`src/rtl/bo2_sram.sv`:
```
module bo2_sram #(
  parameter int AW = 4,
  parameter int DW = 16
) (
  input  logic          clk,
  input  logic          rst_n,
  input  logic          rd_en,
  input  logic [AW-1:0] rd_addr,
  input  logic          wr_en,
  input  logic [AW-1:0] wr_addr,
  input  logic [DW-1:0] wd,
  input  logic [DW/8-1:0] wbe,
  output logic [DW-1:0] q,
  output logic          q_valid
);
  localparam int NB    = DW / 8;
  localparam int WW    = 2 * DW;
  localparam int WB    = 2 * NB;
  localparam int DEPTH = 1 << AW;

  logic [WW-1:0] mem [DEPTH];

  logic          ph;
  logic          wcmd, phalf, pfull;
  logic          rcmd, rword_v, qv;
  logic [AW-1:0] wa, pa, ra;
  logic [WW-1:0] pd, rword, fwd_word;
  logic [WB-1:0] pm;
  logic [DW-1:0] qd, qhi;
  logic          hit;

  assign hit     = pfull && (pa == ra);
  assign q       = qd;
  assign q_valid = qv;

  for (genvar b = 0; b < WB; b++) begin : g_fwd
    assign fwd_word[8*b +: 8] = (hit && pm[b]) ? pd[8*b +: 8] : mem[ra][8*b +: 8];
  end

  always_ff @(posedge clk or negedge rst_n) begin
    if (!rst_n) begin
      ph      <= 1'b0;
      wcmd    <= 1'b0;
      phalf   <= 1'b0;
      pfull   <= 1'b0;
      rcmd    <= 1'b0;
      rword_v <= 1'b0;
      qv      <= 1'b0;
    end else begin
      ph <= ~ph;
      if (!ph) begin
        wcmd    <= wr_en;
        rcmd    <= rd_en;
        phalf   <= wcmd;
        pfull   <= 1'b0;
        rword_v <= rcmd;
        qv      <= rword_v;
      end else begin
        phalf <= 1'b0;
        if (phalf) pfull <= 1'b1;
      end
    end
  end

  always_ff @(posedge clk) begin
    if (!ph) begin
      if (rd_en) ra <= rd_addr;
      if (wr_en) wa <= wr_addr;
      if (wcmd) begin
        pa         <= wa;
        pd[DW-1:0] <= wd;
        pm[NB-1:0] <= wbe;
      end
      if (rcmd) rword <= fwd_word;
      qd  <= rword[DW-1:0];
      qhi <= rword[WW-1:DW];
    end else begin
      if (phalf) begin
        pd[WW-1:DW] <= wd;
        pm[WB-1:NB] <= wbe;
      end
      qd <= qhi;
    end
  end

  always_ff @(posedge clk) begin
    if (rst_n && !ph && pfull) begin
      for (int b = 0; b < WB; b++) begin
        if (pm[b]) mem[pa][8*b +: 8] <= pd[8*b +: 8];
      end
    end
  end
endmodule


```
`config.mk`:
```
export PLATFORM = sky130hd
export DESIGN_NAME = bo2_sram
export DESIGN_NICKNAME = d
export VERILOG_FILES = /design/src/rtl/bo2_sram.sv
export SDC_FILE = /design/constraint.sdc
export NUM_CORES = 1
export LEC_CHECK = 0
export BUFFER_PORTS_ARGS = -buffer_cell sky130_fd_sc_hd__buf_2
export CAP_MARGIN = 5
export CORE_UTILIZATION = 56
export DETAILED_ROUTE_END_ITERATION = 16
export PLACE_DENSITY = 0.8
export SYNTH_ARGS = -nofsm -noshare
export SYNTH_HDL_FRONTEND = slang
export SYNTH_SLANG_ARGS = --single-unit
```
`constraint.sdc`:
```
create_clock -name clk -period 2.3 [get_ports clk]
set_input_delay 0.23 -clock clk [delete_from_list [all_inputs] [get_ports clk]]
set_output_delay 0.23 -clock clk [all_outputs]
set_load 0.1 [all_outputs]
```
== Word level (Yosys, flattened, before mapping) ==
Memory sizes are Yosys's and may differ from the RTL's. A register that Yosys moved wholly into a read port is not among the register bits.
Cells that the tools add are included.
Widths: inputs -> output; s select.
Operators by class
  eq/ne operators: 2
  reduce and logical (&&, ||, !) cells: 13
  mux-type cells: 21
  bitwise logic cells: 1
Operators with widths (count)
  $mux 8: 4
  $mux 16: 1
  $mux 1: 15
  $reduce_and 2->1: 5
  $logic_and 1x1->1: 7
  $eq 4x4->1: 1
  $mux 4: 1
  $ne 2x1->1 const B: 1
  $logic_not 1->1: 1
  $not 1->1: 1
Word-level totals
  RAM bits: 512
  bits in registers: 119
  output and inout port bits: 17
  word-level logic and storage cells: 55
  memories kept: 1
Memories
  mem: words 16, width 32, read ports 1, clocked after memory_dff 1, wr ports 1, line 21  | logic [WW-1:0] mem [DEPTH];

== Depth between registers and ports, before layout ==
  depth in word-level cells: 5
  gate-level depth with buffers: 7
  mapped depth without buffers: 4

== Worst setup path before layout ==
Ideal clock, no wire load.
  path kind: flip-flop to flip-flop
  from: register ph
  to: register rword[0], enable pin
  cell stages (with the launch flop): 3
  data arrival time: 2.017 ns
  library setup time: 0.427 ns
  setup slack: -0.144 ns
  period minus slack after synthesis: 2.444 ns
  required time: 1.873 ns
  cell sequence: dfrtp_1 > clkbuf_1 > nor2b_1
Between the ends
  longest elaborated chain between the ends: 2
Ends and longest elaborated chain
  start, declared: line 23  | logic ph;
  start signal, assigned: line 50  | ph <= ~ph;
  $not 1->1 (no line)
  $reduce_and 2->1 (no line)
  end signal, assigned: line 74  | if (rcmd) rword <= fwd_word;
  end, declared: line 27  | logic [WW-1:0] pd, rword, fwd_word;
No other way between the ends.
A chain may end at the register's enable or synchronous reset.

==> results.json <==
{
  "cts_max_level": 2,
  "netlist-cell-type-count": 30,
  "via_per_inst": 6.366,
  "finalCriticalPeriod_ns": 2.241,
  "number_of_antenna_violations_at_the_first_check_in_global_routing": 0,
  "vdd.ir_drop.worst_v": 0.0006151,
  "first_global_vias": 12378,
  "die_width_um": 209.1,
  "syn-cell-area_sq_um": 24010,
  "vias": 12216,
  "postSynthRegisterBits": 635,
  "postLayoutCellArea_sq_um": 27680,
  "fmaxAchievable_ghz": 0.4462,
  "worst_slew_pin_tran_ns": 0.7905,
  "timing_worst_setup_path_type": "reg2reg",
  "yosys-top-cells-count": "edfxtp_1 (608), mux2_2 (100), mux4_2 (100)",
  "critical-path-max-stage-delay_ns": 0.50,
  "worstPathBufferInverterCount": 2,
  "yosys-top-cells-area": "edfxtp_1 (76%), mux4_2 (9.4%), mux2_2 (4.7%)",
  "globalRouteOverflowTotal": 0,
  "floorplan.rows": 75,
  "post-place-ws_ns": 0.04115,
  "floorplan.die.height_um": 209.1,
  "io_buffers": 46,
  "initial_core_util_pct": 56.99,
  "worst_hold_path_type": "in2reg",
  "detail_route.wirelength_mm": 53.72,
  "postSynthAreaPerCell_sq_um": 20.86,
  "drv_cap": 0,
  "outcome": "complete, no violations",
  "synthDominantCellAreaShare_pct": 76.04,
  "ioPinCount": 47,
  "grtUsageTotal_pct": 25.15,
  "synth_top_flop_cell": "edfxtp_1",
  "cell_count_after_synthesis": 1151,
  "tritoncts": "yes",
  "endpoint_kind_of_the_worst_setup_timing_path": "flip-flop",
  "antenna_violating_nets_post_route": 0,
  "tns_ns": 0,
  "final_critical_path_share_of_the_clock_period_pct": 97.43,
  "cts.sink_count": 635,
  "leakagePower_nw": 9.071,
  "count_of_flip_flops_with_a_built_in_enable_after_synthesis": 608,
  "layout-drive-gt1-share_pct": 32.10,
  "finalHoldViolCount": 0,
  "detail_route.drc_violations": 0,
  "wire_per_inst_um": 27.99,
  "number_of_nets_in_the_synthesized_netlist": 1181,
  "worst_skew_pair.late_latency_ns": 0.61,
  "setup_repair_after_global_routing_missed_its_margin": "false",
  "synth.yosys.seq_area_share_pct": 78.44,
  "worst_ep_arrival_time_ns": 2.60,
  "clock_root_buffer_master": "clkbuf_16",
  "num-fill-cells": 2571,
  "synth_async_sr_flop_share_pct": 1.102,
  "worst-endpoint-required_ns": 2.65,
  "drtPass1Iterations": 6,
  "clock_skew_ns": 0.01587,
  "net_count_final": 1363,
  "cts.clk_slew.worst_paths_ns": 0.06,
  "cts-buffers-inserted": 59,
  "grt_max_degree": 79,
  "worst_path_dominant_cell_family": "multiplexers",
  "grt_pass1_wl_mm": 79.06,
  "clock_path_buffers": 3,
  "place.detailed.hpwl_mm": 31.91,
  "area_growth_pct": 15.30,
  "die_area_sq_um": 43710,
  "synth_most_common_cell": "edfxtp_1",
  "placement.cell_area_sq_um": 25530,
  "drv_slew": 0,
  "final-setup-viol-count": 0,
  "startpoint_type": "flip-flop",
  "synthesis.yosys.warnings": 0,
  "timing.critical_path.cells": "buf_4, buf_12, mux4_2, mux2i_1, o22ai_1, mux2_2",
  "starting_drt_drc_count": 1656,
  "yosys.area.top_type": "edfxtp_1",
  "power-per-cell-area_nw_per_um2": 825.2,
  "critical-path-slowest-cell": "mux4_2",
  "critical_path.max_fanout": 14,
  "coreArea_sq_um": 42130,
  "worst_slew_margin_rel_pct": 47.30,
  "finalWeightedCongestion": 0.8251,
  "fin_ws_ns": 0.05908,
  "n_antenna_cell": 0
}
==> cells by family (layout without fill, tap and decap cells) <==
group                     Yosys count  count (layout)  synth area share (%)
DFF                               635             635                 78.44
and+or+nand+nor                   121             121                 2.178
AOI/OAI and AO/OA                  91              91                 2.262
xor gates and xnor gates            4               4                0.1459
buffers and inverters              63             292                 1.318
muxes                             237             237                 15.66
==> flip-flops by register name, indices dropped and copies added, names as in the netlist, 4 cells and up, named ones only <==
signal / cells
mem: 512
pa: 4
pd: 32
pm: 4
q: 16
qhi: 16
ra: 4
rword: 32
wa: 4
==> worst paths after layout <==
kind                            depth (start not counted)                  end           startpoint  slack [ns]
worst max register to register                          6  rword[27]$_DFFE_PP_            flip-flop        0.06
worst max-delay path                                    6  rword[27]$_DFFE_PP_            flip-flop        0.06
min in group asynchronous                               3         ph$_DFF_PN0_                rst_n        0.62
max in group asynchronous                               3     rcmd$_DFFE_PN0N_                rst_n        1.43
worst min register to register                          0     qhi[9]$_DFFE_PN_  rword[25]$_DFFE_PP_        0.42
worst min-delay path                                    2      wa[0]$_DFFE_PP_                wr_en        0.09
==> where the power goes <==
part | leakage (nW) | switching, W | total (W) | internal, W
Sequential | 5.73 | 0.000118 | 0.0128 | 0.0127
Combinational | 2.43 | 0.000406 | 0.000820 | 0.000413
Clock | 0.906 | 0.00402 | 0.00923 | 0.00521
Total | 9.07 | 0.00454 | 0.0228 | 0.0183
==> layer usage <==
| metal | track usage (%) | up-vias | wire, um |
|---|---|---|---|
| met3 | 4.959 | 134 | 5985 |
| met5 | 0 | - | 0 |
| li1 | - | 5066 | - |
| met2 | 39.72 | 805 | 25600 |
| met4 | 9.128 | 0 | 1796 |
| met1 | 35.31 | 6211 | 20340 |
==> placed cells by master (no fill, tap or decap), types with 9 or more instances in the layout <==
cell | synthesis | routed
clkinv_2 | 0 | 12
nor2_1 | 69 | 69
clkbuf_1 | 30 | 12
mux2_2 | 100 | 100
mux2_1 | 9 | 9
buf_12 | 0 | 9
dlygate4sd3_1 | 0 | 28
buf_4 | 1 | 97
mux2i_1 | 28 | 27
dfxtp_1 | 20 | 18
clkbuf_16 | 0 | 61
buf_2 | 13 | 46
clkinv_1 | 0 | 14
o21ai_0 | 28 | 28
o22ai_1 | 56 | 56
edfxtp_1 | 608 | 608
nand3_1 | 18 | 18
nand2_1 | 17 | 17
mux4_2 | 100 | 100
==> cell type report <==
type                       count  area (sq um)  share of cell area, %
tap                          539         674.4                  2.436
clock inverter                30         196.4                 0.7096
timing repair buffer         181          1446                  5.225
multi-input combinational    453          4875                  17.61
clock buffer                  78          1640                  5.925
inverter                       3         11.26                0.04068
sequential                   635         18840                  68.06
==> per-stage QoR <==
step	total power, W	utilization (%)	hold WS, ns	cells
after global placement	0.01377	60.60	0.07849	1780
after global routing	0.02343	65.70	0.08870	1919
after CTS	0.02293	65.70	0.07326	1919
after detailed placement	0.01380	60.60	0.08163	1780
final	0.02285	65.70	0.08879	1919
after floorplan	0.01352	-	-0.06559	1151
==> worst reg2reg max path, delay by kind of cell (launching register included) <==
kind / cells / cell delay, ns
buf+inv: 2 / 0.33
compound gates: 1 / 0.13
mux: 3 / 1.08
flops: 1 / 0.46
==> repair_timing <==
item	CTS	global route
gates resized for setup	1	1
setup endpoints to repair	1	1
hold buffers	28	0
buffers inserted	3	0
hold endpoints to repair	55	0
Power figures use the tool's default switching activity.
